$ cat config.mk
export PLATFORM = sky130hd
export DESIGN_NAME = can_errflag_ctrl
export DESIGN_NICKNAME = d
export VERILOG_FILES = /design/src/rtl/can_err_pkg.sv /design/src/rtl/can_err_cond.sv /design/src/rtl/can_busoff_recov.sv /design/src/rtl/can_err_flagreg.sv /design/src/rtl/can_errflag_ctrl.sv
export SDC_FILE = /design/constraint.sdc
export NUM_CORES = 1
export LEC_CHECK = 0
export ABC_AREA = 1
export BUFFER_PORTS_ARGS = -buffer_cell sky130_fd_sc_hd__buf_2
export CAP_MARGIN = 40
export CORE_ASPECT_RATIO = 1.25
export CORE_MARGIN = 3
export CORE_UTILIZATION = 53
export DETAILED_ROUTE_END_ITERATION = 16
export GPL_TIMING_DRIVEN = 0
export PLACE_DENSITY_LB_ADDON = 0.12
export SYNTH_ARGS = -nofsm -noshare
export SYNTH_HDL_FRONTEND = slang
export SYNTH_SLANG_ARGS = --single-unit
$ cat constraint.sdc
create_clock -name clk -period 2.37 [get_ports clk]
set_input_delay 0 -clock clk [delete_from_list [all_inputs] [get_ports clk]]
set_output_delay 0 -clock clk [all_outputs]
set_load 0.02 [all_outputs]
$ cat src/rtl/can_err_pkg.sv
package can_err_pkg;
  localparam int FLAG_N = 3;
  localparam int IDX_RX = 0;
  localparam int IDX_TX = 1;
  localparam int IDX_BO = 2;
  typedef logic [FLAG_N-1:0] flag_vec_t;
endpackage

$ cat src/rtl/can_err_cond.sv
module can_err_cond
  import can_err_pkg::*;
#(
  parameter int REC_W       = 8,
  parameter int TEC_W       = 9,
  parameter int PASSIVE_MIN = 128,
  parameter int BUSOFF_MIN  = 256
) (
  input  logic             clk,
  input  logic             rst,
  input  logic             soft_rst,
  input  logic [REC_W-1:0] rx_err_cnt,
  input  logic [TEC_W-1:0] tx_err_cnt,
  output flag_vec_t        cond_rise
);
  localparam logic [REC_W-1:0] RX_LIM = REC_W'(PASSIVE_MIN);
  localparam logic [TEC_W-1:0] TX_LIM = TEC_W'(PASSIVE_MIN);
  localparam logic [TEC_W-1:0] BO_LIM = TEC_W'(BUSOFF_MIN);

  flag_vec_t cond_now, cond_prev;

  always_comb begin
    cond_now         = '0;
    cond_now[IDX_RX] = (rx_err_cnt >= RX_LIM);
    cond_now[IDX_TX] = (tx_err_cnt >= TX_LIM) && (tx_err_cnt < BO_LIM);
    cond_now[IDX_BO] = (tx_err_cnt >= BO_LIM);
  end

  always_ff @(posedge clk) begin
    if (rst || soft_rst) cond_prev <= '0;
    else                 cond_prev <= cond_now;
  end

  assign cond_rise = cond_now & ~cond_prev;

  // A rise cannot repeat on two consecutive edges: the condition is recorded.
  assert_rise_single_R6: assert property (@(posedge clk) disable iff (rst || soft_rst)
    cond_rise[IDX_RX] |=> !cond_rise[IDX_RX]);
endmodule

$ cat src/rtl/can_busoff_recov.sv
module can_busoff_recov #(
  parameter int RUN_LEN   = 11,
  parameter int RUN_COUNT = 128
) (
  input  logic clk,
  input  logic rst,
  input  logic hold,
  input  logic bit_stb,
  input  logic bus_rec,
  output logic recov_done
);
  localparam int BIT_W  = $clog2(RUN_LEN);
  localparam int RUNS_W = $clog2(RUN_COUNT + 1);
  localparam logic [BIT_W-1:0]  BIT_LAST = BIT_W'(RUN_LEN - 1);
  localparam logic [RUNS_W-1:0] RUNS_MAX = RUNS_W'(RUN_COUNT);

  logic [BIT_W-1:0]  bit_cnt;
  logic [RUNS_W-1:0] run_cnt;

  always_ff @(posedge clk) begin
    if (rst || hold) begin
      bit_cnt <= '0;
      run_cnt <= '0;
    end else if (bit_stb) begin
      if (!bus_rec) begin
        bit_cnt <= '0;
      end else if (bit_cnt == BIT_LAST) begin
        bit_cnt <= '0;
        if (run_cnt != RUNS_MAX) run_cnt <= run_cnt + 1'b1;
      end else begin
        bit_cnt <= bit_cnt + 1'b1;
      end
    end
  end

  assign recov_done = (run_cnt == RUNS_MAX);

  assert_run_cap_R8: assert property (@(posedge clk) disable iff (rst)
    run_cnt <= RUNS_MAX);
  assert_dominant_restart_R8: assert property (@(posedge clk) disable iff (rst || hold)
    (bit_stb && !bus_rec) |=> (bit_cnt == '0));
  assert_idle_hold_R8: assert property (@(posedge clk) disable iff (rst || hold)
    !bit_stb |=> $stable(run_cnt));
endmodule

$ cat src/rtl/can_err_flagreg.sv
module can_err_flagreg
  import can_err_pkg::*;
(
  input  logic      clk,
  input  logic      rst,
  input  logic      soft_rst,
  input  flag_vec_t set_vec,
  input  flag_vec_t clr_vec,
  input  flag_vec_t clr_allow,
  input  flag_vec_t irq_mask,
  output flag_vec_t flags_q,
  output logic      err_irq
);
  flag_vec_t flags_d;

  for (genvar i = 0; i < FLAG_N; i++) begin : g_flag
    assign flags_d[i] = set_vec[i] | (flags_q[i] & ~(clr_vec[i] & clr_allow[i]));
  end

  always_ff @(posedge clk) begin
    if (rst || soft_rst) begin
      flags_q <= '0;
      err_irq <= 1'b0;
    end else begin
      flags_q <= flags_d;
      err_irq <= |(flags_d & ~irq_mask);
    end
  end

  assert_set_wins_R7: assert property (@(posedge clk) disable iff (rst || soft_rst)
    (set_vec[IDX_RX] && clr_vec[IDX_RX]) |=> flags_q[IDX_RX]);
  assert_w1c_R5: assert property (@(posedge clk) disable iff (rst || soft_rst)
    (clr_vec[IDX_TX] && clr_allow[IDX_TX] && !set_vec[IDX_TX]) |=> !flags_q[IDX_TX]);
  assert_irq_quiet_R9: assert property (@(posedge clk) disable iff (rst)
    (flags_q == '0) |-> !err_irq);
  assert_soft_hold_R10: assert property (@(posedge clk) disable iff (rst)
    soft_rst |=> (flags_q == '0) && !err_irq);
endmodule

$ cat src/rtl/can_errflag_ctrl.sv
module can_errflag_ctrl
  import can_err_pkg::*;
#(
  parameter int REC_W       = 8,
  parameter int TEC_W       = 9,
  parameter int PASSIVE_MIN = 128,
  parameter int BUSOFF_MIN  = 256,
  parameter int RUN_LEN     = 11,
  parameter int RUN_COUNT   = 128
) (
  input  logic             clk,
  input  logic             rst,
  input  logic             soft_rst,
  input  logic [REC_W-1:0] rx_err_cnt,
  input  logic [TEC_W-1:0] tx_err_cnt,
  input  logic             bit_stb,
  input  logic             bus_rec,
  input  logic [2:0]       clr_w1c,
  input  logic [2:0]       irq_mask,
  output logic [2:0]       flags,
  output logic             err_irq
);
  flag_vec_t rise, set_vec, allow, flags_q;
  logic      recov_done;

  can_err_cond #(
    .REC_W(REC_W), .TEC_W(TEC_W),
    .PASSIVE_MIN(PASSIVE_MIN), .BUSOFF_MIN(BUSOFF_MIN)
  ) u_cond (
    .clk(clk), .rst(rst), .soft_rst(soft_rst),
    .rx_err_cnt(rx_err_cnt), .tx_err_cnt(tx_err_cnt),
    .cond_rise(rise)
  );

  can_busoff_recov #(.RUN_LEN(RUN_LEN), .RUN_COUNT(RUN_COUNT)) u_recov (
    .clk(clk), .rst(rst), .hold(soft_rst || !flags_q[IDX_BO]),
    .bit_stb(bit_stb), .bus_rec(bus_rec), .recov_done(recov_done)
  );

  always_comb begin
    set_vec         = '0;
    set_vec[IDX_RX] = rise[IDX_RX] & ~flags_q[IDX_BO];
    set_vec[IDX_TX] = rise[IDX_TX] & ~flags_q[IDX_BO];
    set_vec[IDX_BO] = rise[IDX_BO];
    allow           = '1;
    allow[IDX_BO]   = recov_done;
  end

  can_err_flagreg u_flags (
    .clk(clk), .rst(rst), .soft_rst(soft_rst),
    .set_vec(set_vec), .clr_vec(clr_w1c), .clr_allow(allow),
    .irq_mask(irq_mask), .flags_q(flags_q), .err_irq(err_irq)
  );

  assign flags = flags_q;

  assert_passive_blocked_R4: assert property (@(posedge clk) disable iff (rst || soft_rst)
    (flags_q[IDX_BO] && !flags_q[IDX_RX]) |=> !flags_q[IDX_RX]);
  assert_busoff_hold_R8: assert property (@(posedge clk) disable iff (rst || soft_rst)
    (flags_q[IDX_BO] && !recov_done) |=> flags_q[IDX_BO]);
  assert_busoff_set_R3: assert property (@(posedge clk) disable iff (rst || soft_rst)
    rise[IDX_BO] |=> flags_q[IDX_BO]);
endmodule

==> results.json, run 1 <==
{
  "postCtsSetupRepairBufs": 0,
  "routed_wl_um": 2142,
  "ys_warn_count": 0,
  "synth-seq-cells": 19,
  "place_congestion": 0.8905,
  "synth-simple-area-share": 0.3645,
  "synth_compound_area_frac": 0.08489,
  "hold_start": "rst",
  "fp.dieH_um": 54.62,
  "slew_viol_final": 0,
  "drc": 0,
  "root_buffer": "clkbuf_4",
  "viasPerCell": 4.995,
  "drtIter0Drc": 22,
  "r2r-start": "u_recov.run_cnt[0]$_SDFFE_PP0P_",
  "hold_buffers": 8,
  "r2r-end": "u_flags.err_irq$_SDFF_PP0_",
  "cp.arrival_ns": 2.02,
  "cp_slowest_cell": "dlygate4sd3_1",
  "die_area_um2": 2452,
  "antenna_found_initial": 0,
  "holdWs_ns": 0.02220,
  "path_cells": "inv_1, ha_1, nand2_1, nor2_1, nand3_1, nand2_1, nand2_1, nand2_1, nand2_1, dlygate4sd3_1",
  "cts.sinks": 19,
  "hold_end": "u_cond.cond_prev[1]$_SDFF_PP0_",
  "ctsResizeCount": 0,
  "final_nets": 215,
  "cts_made_buffers": 3,
  "vias": 999,
  "crit_path_max_fanout": 5,
  "boundaryPins": 32,
  "slew_headroom": 0.8322,
  "synth_nets": 185,
  "synth.area.mux_share": 0,
  "crit_type": "register to register",
  "port_buffers": 17,
  "start_kind": "register",
  "syn2layout_area_growth_pct": 21.35,
  "cap_violations": 0,
  "worstPathRequired_ns": 2.56,
  "multi_input_area_um2": 526.8,
  "clk_latency_ns": 0.30,
  "fmax_mhz": 546.9,
  "avgSynthCellArea_um2": 6.550,
  "async_reset_ff_frac": 0,
  "ys.flop_type": "dfxtp_1",
  "hold_viol_final": 0,
  "grt_max_degree": 11,
  "wl_per_cell_um": 10.71,
  "finalSetupViolations": 0,
  "setup_tns_ns": 0,
  "dp_slack_ns": 1.020,
  "synth_edf_count": 0,
  "crit_family": "buffers and inverters",
  "hpwlAfterDp_um": 1482,
  "synth_top_family_by_area": "simple AND/OR/NAND/NOR gates",
  "fp.coreArea_um2": 1682,
  "path_clk_slew_ns": 0.11,
  "fp-row-count": 16,
  "rsz0062_at_grt": "no",
  "hold_path.class": "input pin to register",
  "grt_pass1_vias": 920,
  "ant_nets": 0,
  "first_pass_iters": 4,
  "fin_crit_sh": 0.7715,
  "path_common_cell": "nand2_1",
  "path_buf_inv": 2,
  "regArea_um2": 380.4,
  "r2r_cells": 10,
  "r2r_slack_ns": 0.54,
  "cellLeakagePower_uw": 0.0005604,
  "tightest_slew_ns": 0.2508,
  "syn_inst": 153,
  "drive_above_1_share": 0.1593,
  "peakVddDrop_mv": 0.3770,
  "finalPower_uw": 544.1,
  "fin_ws_ns": 0.5415,
  "clock_path_buffers": 2,
  "num_antenna_cells": 0,
  "p_per_area_nw_per_um2": 447.4,
  "synthAdderAreaFrac": 0.04994,
  "yosysSeqAreaShare": 0.3795,
  "nFillCells": 137,
  "holdPathStages": 3,
  "synthXorXnorAreaFrac": 0.02622,
  "tritoncts": "built",
  "max_stage_delay_ns": 0.54,
  "clock_skew_ns": 0.007105,
  "layout_min_cycle_time_ns": 1.829,
  "grt_overflow": 0,
  "grtUsageTotal": 0.1999,
  "netlist_area_um2": 1002,
  "die_x_um": 44.90,
  "end_kind": "register",
  "h-tree-depth": 1,
  "status": "completed",
  "synthDistinctLibCells": 19,
  "grt_pass1_wl_um": 3588,
  "start_util": 0.5960
}
## worst max-delay path by stage
stage	startpoint	to	slack, ns	cells after the start
3_5_place_dp	u_recov.bit_cnt[0]$_SDFFE_PP0P_	u_recov.run_cnt[5]$_SDFFE_PP0P_	1.02	9
5_1_grt	u_recov.run_cnt[0]$_SDFFE_PP0P_	u_flags.err_irq$_SDFF_PP0_	0.38	10
4_1_cts	u_recov.run_cnt[0]$_SDFFE_PP0P_	u_flags.err_irq$_SDFF_PP0_	0.58	10
3_3_place_gp	u_recov.run_cnt[0]$_SDFFE_PP0P_	u_recov.run_cnt[1]$_SDFFE_PP0P_	1.04	8
2_1_floorplan	u_recov.bit_cnt[0]$_SDFFE_PP0P_	u_recov.run_cnt[4]$_SDFFE_PP0P_	1.15	9
6_report	u_recov.run_cnt[0]$_SDFFE_PP0P_	u_flags.err_irq$_SDFF_PP0_	0.54	10
## cell type report
type / count / share of cell area
inverter: 24 / 0.07407
timing repair buffer: 25 / 0.1358
tap: 18 / 0.01852
sequential: 19 / 0.3128
clock buffer: 4 / 0.02160
buffer: 1 / 0.004115
multi-input combinational: 109 / 0.4331
## layer usage
layer  routed length [um]  up-vias  GRT usage
met2                 1153       23     0.4019
met3                   65        5    0.01974
met5                    0        -          0
li1                     -      528          -
met1                  887      443     0.2024
met4                   36        0    0.08780
## metrics by stage
stage / cell area [um2] / cells / utilization
finish: 1216 / 200 / 0.7232
global route: 1216 / 200 / 0.7232
CTS: 1216 / 200 / 0.7232
detailed placement: 1110 / 188 / 0.6600
global placement: 1110 / 188 / 0.6600
floorplan: 1002 / 153 / -
## worst reg2reg max path, cell delays in order (launching register included)
cell and delay (ns):
dfxtp_1 0.36, inv_1 0.10, ha_1 0.18, nand2_1 0.06
nor2_1 0.13, nand3_1 0.09, nand2_1 0.07, nand2_1 0.07
nand2_1 0.07, nand2_1 0.05, dlygate4sd3_1 0.54
## power by group
group / leakage, uW / switching (uW) / total, uW / internal, uW
sequential: 0.000154 / 2.46 / 327 / 325
clock: 0.0000150 / 97.6 / 163 / 65.6
combinational: 0.000391 / 27.9 / 53.9 / 25.9
## synthesized netlist by cell type (2+ instances only)
| library cell | n | share of area |
|---|---|---|
| nand2_2 | 3 | 0.019 |
| a21oi_1 | 12 | 0.060 |
| inv_1 | 22 | 0.082 |
| dfxtp_1 | 19 | 0.38 |
| nor2_4 | 2 | 0.022 |
| o21ai_0 | 5 | 0.025 |
| nand3_1 | 8 | 0.040 |
| xor2_1 | 2 | 0.017 |
| nand2_1 | 49 | 0.18 |
| nor2_1 | 19 | 0.071 |
| ha_1 | 4 | 0.050 |
## cell usage in the layout, fill, tap and decap left out
cell type      instances
a21oi_1               12
and3_1                 1
buf_2                 17
clkbuf_1               1
clkbuf_2               1
clkbuf_4               3
clkinv_1               1
dfxtp_1               19
dlygate4sd3_1          8
ha_1                   4
inv_1                 22
inv_2                  1
nand2_1               49
nand2_2                3
nand3_1                8
nand4_1                1
nor2_1                19
nor2_2                 1
nor2_4                 2
nor3_2                 1
o21ai_0                5
xnor2_1                1
xor2_1                 2
## sequential cells by signal, summed over array words and instances, names as in the netlist
signal,flops
u_flags.err_irq,1
u_recov.run_cnt,8
u_cond.cond_prev,3
u_recov.bit_cnt,4
u_flags.flags_q,3
## cells by family after synthesis
logic type,Yosys count
DFF,19
and+or+nand+nor,85
xor gates and xnor gates,3
adders and majority gates,4
AOI/OAI and AO/OA,17
buffers and inverters,25
No activity file was read; power rests on OpenSTA's default activity.
==> run 2, diff against run 1 <==
CORE_UTILIZATION = 44   (was 53)
clock period = 1.5 ns   (was 2.37 ns; I/O delays follow)
==> run 2 against run 1 <==
  * Clock-buffer cell count unchanged
  * Highest routed layer unchanged
  * Final cell count is 6.5% higher
  * Hold slack lost 0.017 ns
  * Largest cell class unchanged
  * Sequential share of layout area down 0.49 points
  * Combinational power up 56%
==> results.json, run 2 (synthesis gave the netlist of run 1 again) <==
{
  "setup_tns_ns": 0,
  "root_buffer": "clkbuf_4",
  "die_area_um2": 2890,
  "cts_made_buffers": 3,
  "final_cells": 213,
  "die_x_um": 48.69,
  "fp.coreArea_um2": 2072,
  "wl_per_cell_um": 9.493,
  "drive_above_1_share": 0.1694,
  "dp_slack_ns": 0.1325,
  "path_clk_slew_ns": 0.11,
  "vias": 995,
  "slew_headroom": 0.8510,
  "dp_cells": 200,
  "first_pass_iters": 4,
  "clk_latency_ns": 0.29,
  "r2r_cells": 9,
  "finalSetupViolations": 0,
  "p_per_area_nw_per_um2": 689.2,
  "fp.dieH_um": 59.36,
  "layout_min_cycle_time_ns": 1.353,
  "status": "completed",
  "end_kind": "register",
  "fin_crit_sh": 0.9017,
  "worstPathRequired_ns": 1.73,
  "clock_skew_ns": 0.006281,
  "postCtsSetupRepairBufs": 0,
  "p_sw_uw": 199.0,
  "p_int_uw": 658.1,
  "pwr-share-seq": 0.603,
  "pwr-share-clk": 0.299,
  "grt_pass1_vias": 955,
  "p_comb_frac": 0.098,
  "ant_nets": 0,
  "fp-row-count": 18,
  "num_antenna_cells": 0,
  "mostFrequentLayoutCells": "49 x nand2_1, 22 x inv_1, 19 x nor2_1",
  "r2r_slack_ns": 0.15,
  "cap_violations": 0,
  "final_nets": 216,
  "regArea_um2": 382.9,
  "r2r-start": "u_recov.bit_cnt[0]$_SDFFE_PP0P_",
  "port_buffers": 17,
  "final_common_cell": "nand2_1",
  "slew_viol_final": 0,
  "hold_start": "rst",
  "holdWs_ns": 0.005333,
  "nFillCells": 213,
  "routed_wl_um": 2022,
  "rsz0062_at_grt": "no",
  "syn2layout_area_growth_pct": 24.09,
  "multi_input_area_um2": 526.8,
  "top_regs": "u_recov.run_cnt (8), u_recov.bit_cnt (4)",
  "grt_pass1_wl_um": 3608,
  "crit_type": "register to register",
  "antenna_found_initial": 0,
  "tritoncts": "built",
  "h-tree-depth": 1,
  "drc": 0,
  "start_kind": "register",
  "boundaryPins": 32,
  "p_sw_frac": 0.2322,
  "grt_overflow": 0,
  "grt_max_degree": 11,
  "viasPerCell": 4.671,
  "hold_viol_final": 0,
  "regMostFlops": "u_recov.run_cnt",
  "fin_ws_ns": 0.1475,
  "clock_path_buffers": 2,
  "largest_reg_flops": 8,
  "holdPathStages": 4,
  "cts.sinks": 19,
  "drtIter0Drc": 19,
  "start_util": 0.4837,
  "hpwlAfterDp_um": 1523,
  "place_congestion": 0.9276,
  "cp.arrival_ns": 1.58,
  "grtUsageTotal": 0.1584,
  "cellLeakagePower_uw": 0.0005649,
  "hold_path.class": "input pin to register",
  "hold_end": "u_flags.flags_q[2]$_SDFF_PP0_",
  "tightest_slew_ns": 0.2211,
  "crit_path_max_fanout": 7,
  "fmax_mhz": 739.4,
  "peakVddDrop_mv": 0.5595,
  "r2r-end": "u_recov.run_cnt[4]$_SDFFE_PP0P_"
}
run 2: changes by cell type in the layout (fill, tap and decap cells not counted):
cell	previous run	this run
dfxtp_1	19	17
dfxtp_2	0	2
dlygate4sd3_1	8	9
o21ai_0	5	4
o21ai_1	0	1
run 2: power groups by stage:
| stage | sequential [uW] | combinational [uW] | clock (uW) |
|---|---|---|---|
| 2_1_floorplan | 535 | 30.4 | 0 |
| 3_3_place_gp | 528 | 65.2 | 0 |
| 3_5_place_dp | 528 | 66.4 | 0 |
| 4_1_cts | 517 | 84.3 | 264 |
| 5_1_grt | 518 | 95.5 | 285 |
| 6_report | 517 | 84.0 | 256 |
run 2: metal layers:
| layer | GRT usage | share of wire | up-vias |
|---|---|---|---|
| met3 | 0.02267 | 0.025 | 6 |
| li1 | - | - | 534 |
| met1 | 0.1801 | 0.46 | 439 |
| met2 | 0.2816 | 0.49 | 16 |
| met4 | 0.09756 | 0.023 | 0 |
| met5 | 0 | 0 | - |
run 2: final cells by class:
type	count	share of cell area
multi-input cells	109	0.4235
flip-flops and latches	19	0.3078
repair buffers	26	0.1408
inverters	24	0.07243
well taps	30	0.03018
clock buffers	4	0.02113
plain buffers	1	0.004024
run 2: worst max path at each step:
stage	slack, ns	endpoint	startpoint
after floorplan	0.28	u_recov.run_cnt[4]$_SDFFE_PP0P_	u_recov.bit_cnt[0]$_SDFFE_PP0P_
after global placement	0.15	u_recov.run_cnt[1]$_SDFFE_PP0P_	u_recov.run_cnt[0]$_SDFFE_PP0P_
after detailed placement	0.13	u_recov.run_cnt[4]$_SDFFE_PP0P_	u_recov.bit_cnt[0]$_SDFFE_PP0P_
after CTS	0.1	u_recov.run_cnt[4]$_SDFFE_PP0P_	u_recov.bit_cnt[0]$_SDFFE_PP0P_
after global routing	0.008	u_recov.run_cnt[5]$_SDFFE_PP0P_	u_recov.bit_cnt[0]$_SDFFE_PP0P_
final	0.15	u_recov.run_cnt[4]$_SDFFE_PP0P_	u_recov.bit_cnt[0]$_SDFFE_PP0P_
run 2: worst max-delay path, stage by stage, from the launching register on:
cell,delay (ns)
dfxtp_2,0.37
inv_1,0.05
ha_1,0.19
nand2_1,0.08
nor2_2,0.05
nand2_2,0.10
clkinv_1,0.10
nand2_2,0.15
nand2_1,0.07
a21oi_1,0.13
run 2: what timing repair did:
item,in CTS,in global routing
hold buffers,9,0
setup endpoints to repair,0,6
gates resized for setup,0,3
hold endpoints to repair,8,0
run 2: metrics by stage:
stage            util  total power (uW)  instance area [um2]
2_1_floorplan       -             565.1                 1002
3_3_place_gp   0.5429             592.9                 1125
3_5_place_dp   0.5429             594.7                 1125
4_1_cts        0.5990             864.7                 1241
5_1_grt        0.6002             898.2                 1244
6_report       0.6002             857.1                 1244
==> run 3, diff against run 2 <==
RECOVER_POWER = 50   (was default)
==> run 3 against run 2 <==
  * Via count shrank 0.10%
  * Final cell count stayed put
  * Clock-buffer cell count stayed put
  * Critical path depth is the same
  * Combinational power down 2%
  * Worst setup slack about the same
  * Largest cell class unchanged
  * Clock skew barely moved
  * Sequential cell count is the same
  * Critical endpoint unchanged
  * Clock power about the same
  * Hold slack is essentially flat
==> results.json, run 3 (synthesis gave the netlist of run 1 again) <==
{
  "status": "completed",
  "pwr-share-seq": 0.604,
  "fin_crit_sh": 0.9017,
  "die_area_um2": 2890,
  "cp.arrival_ns": 1.58,
  "nFillCells": 215,
  "clock_skew_ns": 0.006262,
  "dpl_cell_area_um2": 1125,
  "tightest_slew_ns": 0.2534,
  "hold_path.class": "input pin to register",
  "die_x_um": 48.69,
  "root_buffer": "clkbuf_4",
  "path_clk_slew_ns": 0.11,
  "rsz0062_at_grt": "no",
  "fp.coreArea_um2": 2072,
  "regMostFlops": "u_recov.run_cnt",
  "drc": 0,
  "tritoncts": "built",
  "end_kind": "register",
  "peakVddDrop_mv": 0.5577,
  "stdcell_area_um2": 1239,
  "h-tree-depth": 1,
  "r2r_slack_ns": 0.15,
  "grt_max_degree": 11,
  "final_common_cell": "nand2_1",
  "fmax_mhz": 739.4,
  "grt_overflow": 0,
  "worstPathRequired_ns": 1.73,
  "ant_nets": 0,
  "wl_per_cell_um": 9.488,
  "routed_wl_um": 2021,
  "syn2layout_area_growth_pct": 23.60,
  "fin_util": 0.5978,
  "place_congestion": 0.9276,
  "mostFrequentLayoutCells": "49 x nand2_1, 22 x inv_1, 19 x nor2_1",
  "cts.sinks": 19,
  "antenna_found_initial": 0,
  "grt_pass1_wl_um": 3608,
  "p_sw_uw": 199.1,
  "hold_viol_final": 0,
  "slew_viol_final": 0,
  "vias": 994,
  "clock_path_buffers": 2,
  "drive_above_1_share": 0.1475,
  "p_per_area_nw_per_um2": 690.8,
  "pwr-share-clk": 0.300,
  "port_buffers": 17,
  "r2r-end": "u_recov.run_cnt[4]$_SDFFE_PP0P_",
  "crit_path_max_fanout": 7,
  "dp_cells": 200,
  "fp.dieH_um": 59.36,
  "top_regs": "u_recov.run_cnt (8), u_recov.bit_cnt (4)",
  "crit_type": "register to register",
  "hpwlAfterDp_um": 1523,
  "start_kind": "register",
  "grtUsageTotal": 0.1584,
  "cap_violations": 0,
  "boundaryPins": 32,
  "holdPathStages": 4,
  "drtIter0Drc": 19,
  "final_nets": 216,
  "p_int_uw": 656.6,
  "layout_min_cycle_time_ns": 1.352,
  "cellLeakagePower_uw": 0.0005487,
  "worstSetupStartpoint": "u_recov.bit_cnt[0]$_SDFFE_PP0P_",
  "clk_latency_ns": 0.29,
  "num_antenna_cells": 0,
  "r2r_cells": 9,
  "final_cells": 213,
  "fp-row-count": 18,
  "viasPerCell": 4.667,
  "largest_reg_flops": 8,
  "p_sw_frac": 0.2327,
  "finalSetupViolations": 0,
  "p_comb_frac": 0.096,
  "endpoint": "u_recov.run_cnt[4]$_SDFFE_PP0P_",
  "r2r-start": "u_recov.bit_cnt[0]$_SDFFE_PP0P_",
  "cts_made_buffers": 3,
  "first_pass_iters": 4,
  "grt_pass1_vias": 955,
  "start_util": 0.4837,
  "setup_tns_ns": 0,
  "slew_headroom": 0.8318
}
[run 3: what timing repair did]
| action | CTS | global route |
|---|---|---|
| setup endpoints to repair | 0 | 6 |
| setup buffers | 0 | 0 |
| endpoints found under the hold margin | 8 | 0 |
| gates resized for setup | 0 | 3 |
| hold buffers | 9 | 0 |
[run 3: critical path: stages (launching register included)]
cell and delay, ns:
dfxtp_2 0.37, inv_1 0.05, ha_1 0.19, nand2_1 0.08, nor2_2 0.05, nand2_2 0.10, clkinv_1 0.10, nand2_2 0.15
nand2_1 0.07, a21oi_1 0.13
[run 3: cell type report]
class | count | area [um2] | share of cell area
Sequential cell | 19 | 382.9 | 0.3091
Timing Repair Buffer | 26 | 170.2 | 0.1374
Clock buffer | 4 | 26.28 | 0.02121
Buffer | 1 | 5.005 | 0.004040
Tap cell | 30 | 37.54 | 0.03030
Inverter | 24 | 90.09 | 0.07273
Multi-Input combinational cell | 109 | 526.8 | 0.4253
[run 3: routing by layer]
| metal | global-route usage | routed length, um |
|---|---|---|
| met3 | 0.02267 | 45 |
| met2 | 0.2816 | 996 |
| met4 | 0.09756 | 46 |
| met5 | 0 | 0 |
| met1 | 0.1801 | 933 |
[run 3: stage by stage]
stage | hold WS [ns] | power, uW | setup slack, ns
2_1_floorplan | 0.08936 | 565.1 | 0.2796
3_3_place_gp | 0.2048 | 592.9 | 0.1533
3_5_place_dp | 0.2104 | 594.7 | 0.1325
4_1_cts | 0.0005867 | 864.7 | 0.09592
5_1_grt | 0.02489 | 896.8 | 0.007679
6_report | 0.005242 | 855.7 | 0.1475
[run 3: power by group through the flow]
stage                     logic [uW]  registers, uW  clock network [uW]
after CTS                       84.3            517                 264
after floorplan                 30.4            535                   0
after global placement          65.2            528                   0
after global routing            93.9            518                 285
final                           82.5            517                 256
after detailed placement        66.4            528                   0
[run 3: how the worst min path moves through the flow]
stage,from,end
finish,rst,u_flags.flags_q[2]$_SDFF_PP0_
global route,rst,u_cond.cond_prev[1]$_SDFF_PP0_
CTS,rst,u_flags.flags_q[2]$_SDFF_PP0_
detailed placement,bit_stb,u_recov.bit_cnt[0]$_SDFFE_PP0P_
global placement,bit_stb,u_recov.bit_cnt[0]$_SDFFE_PP0P_
floorplan,bit_stb,u_recov.bit_cnt[0]$_SDFFE_PP0P_
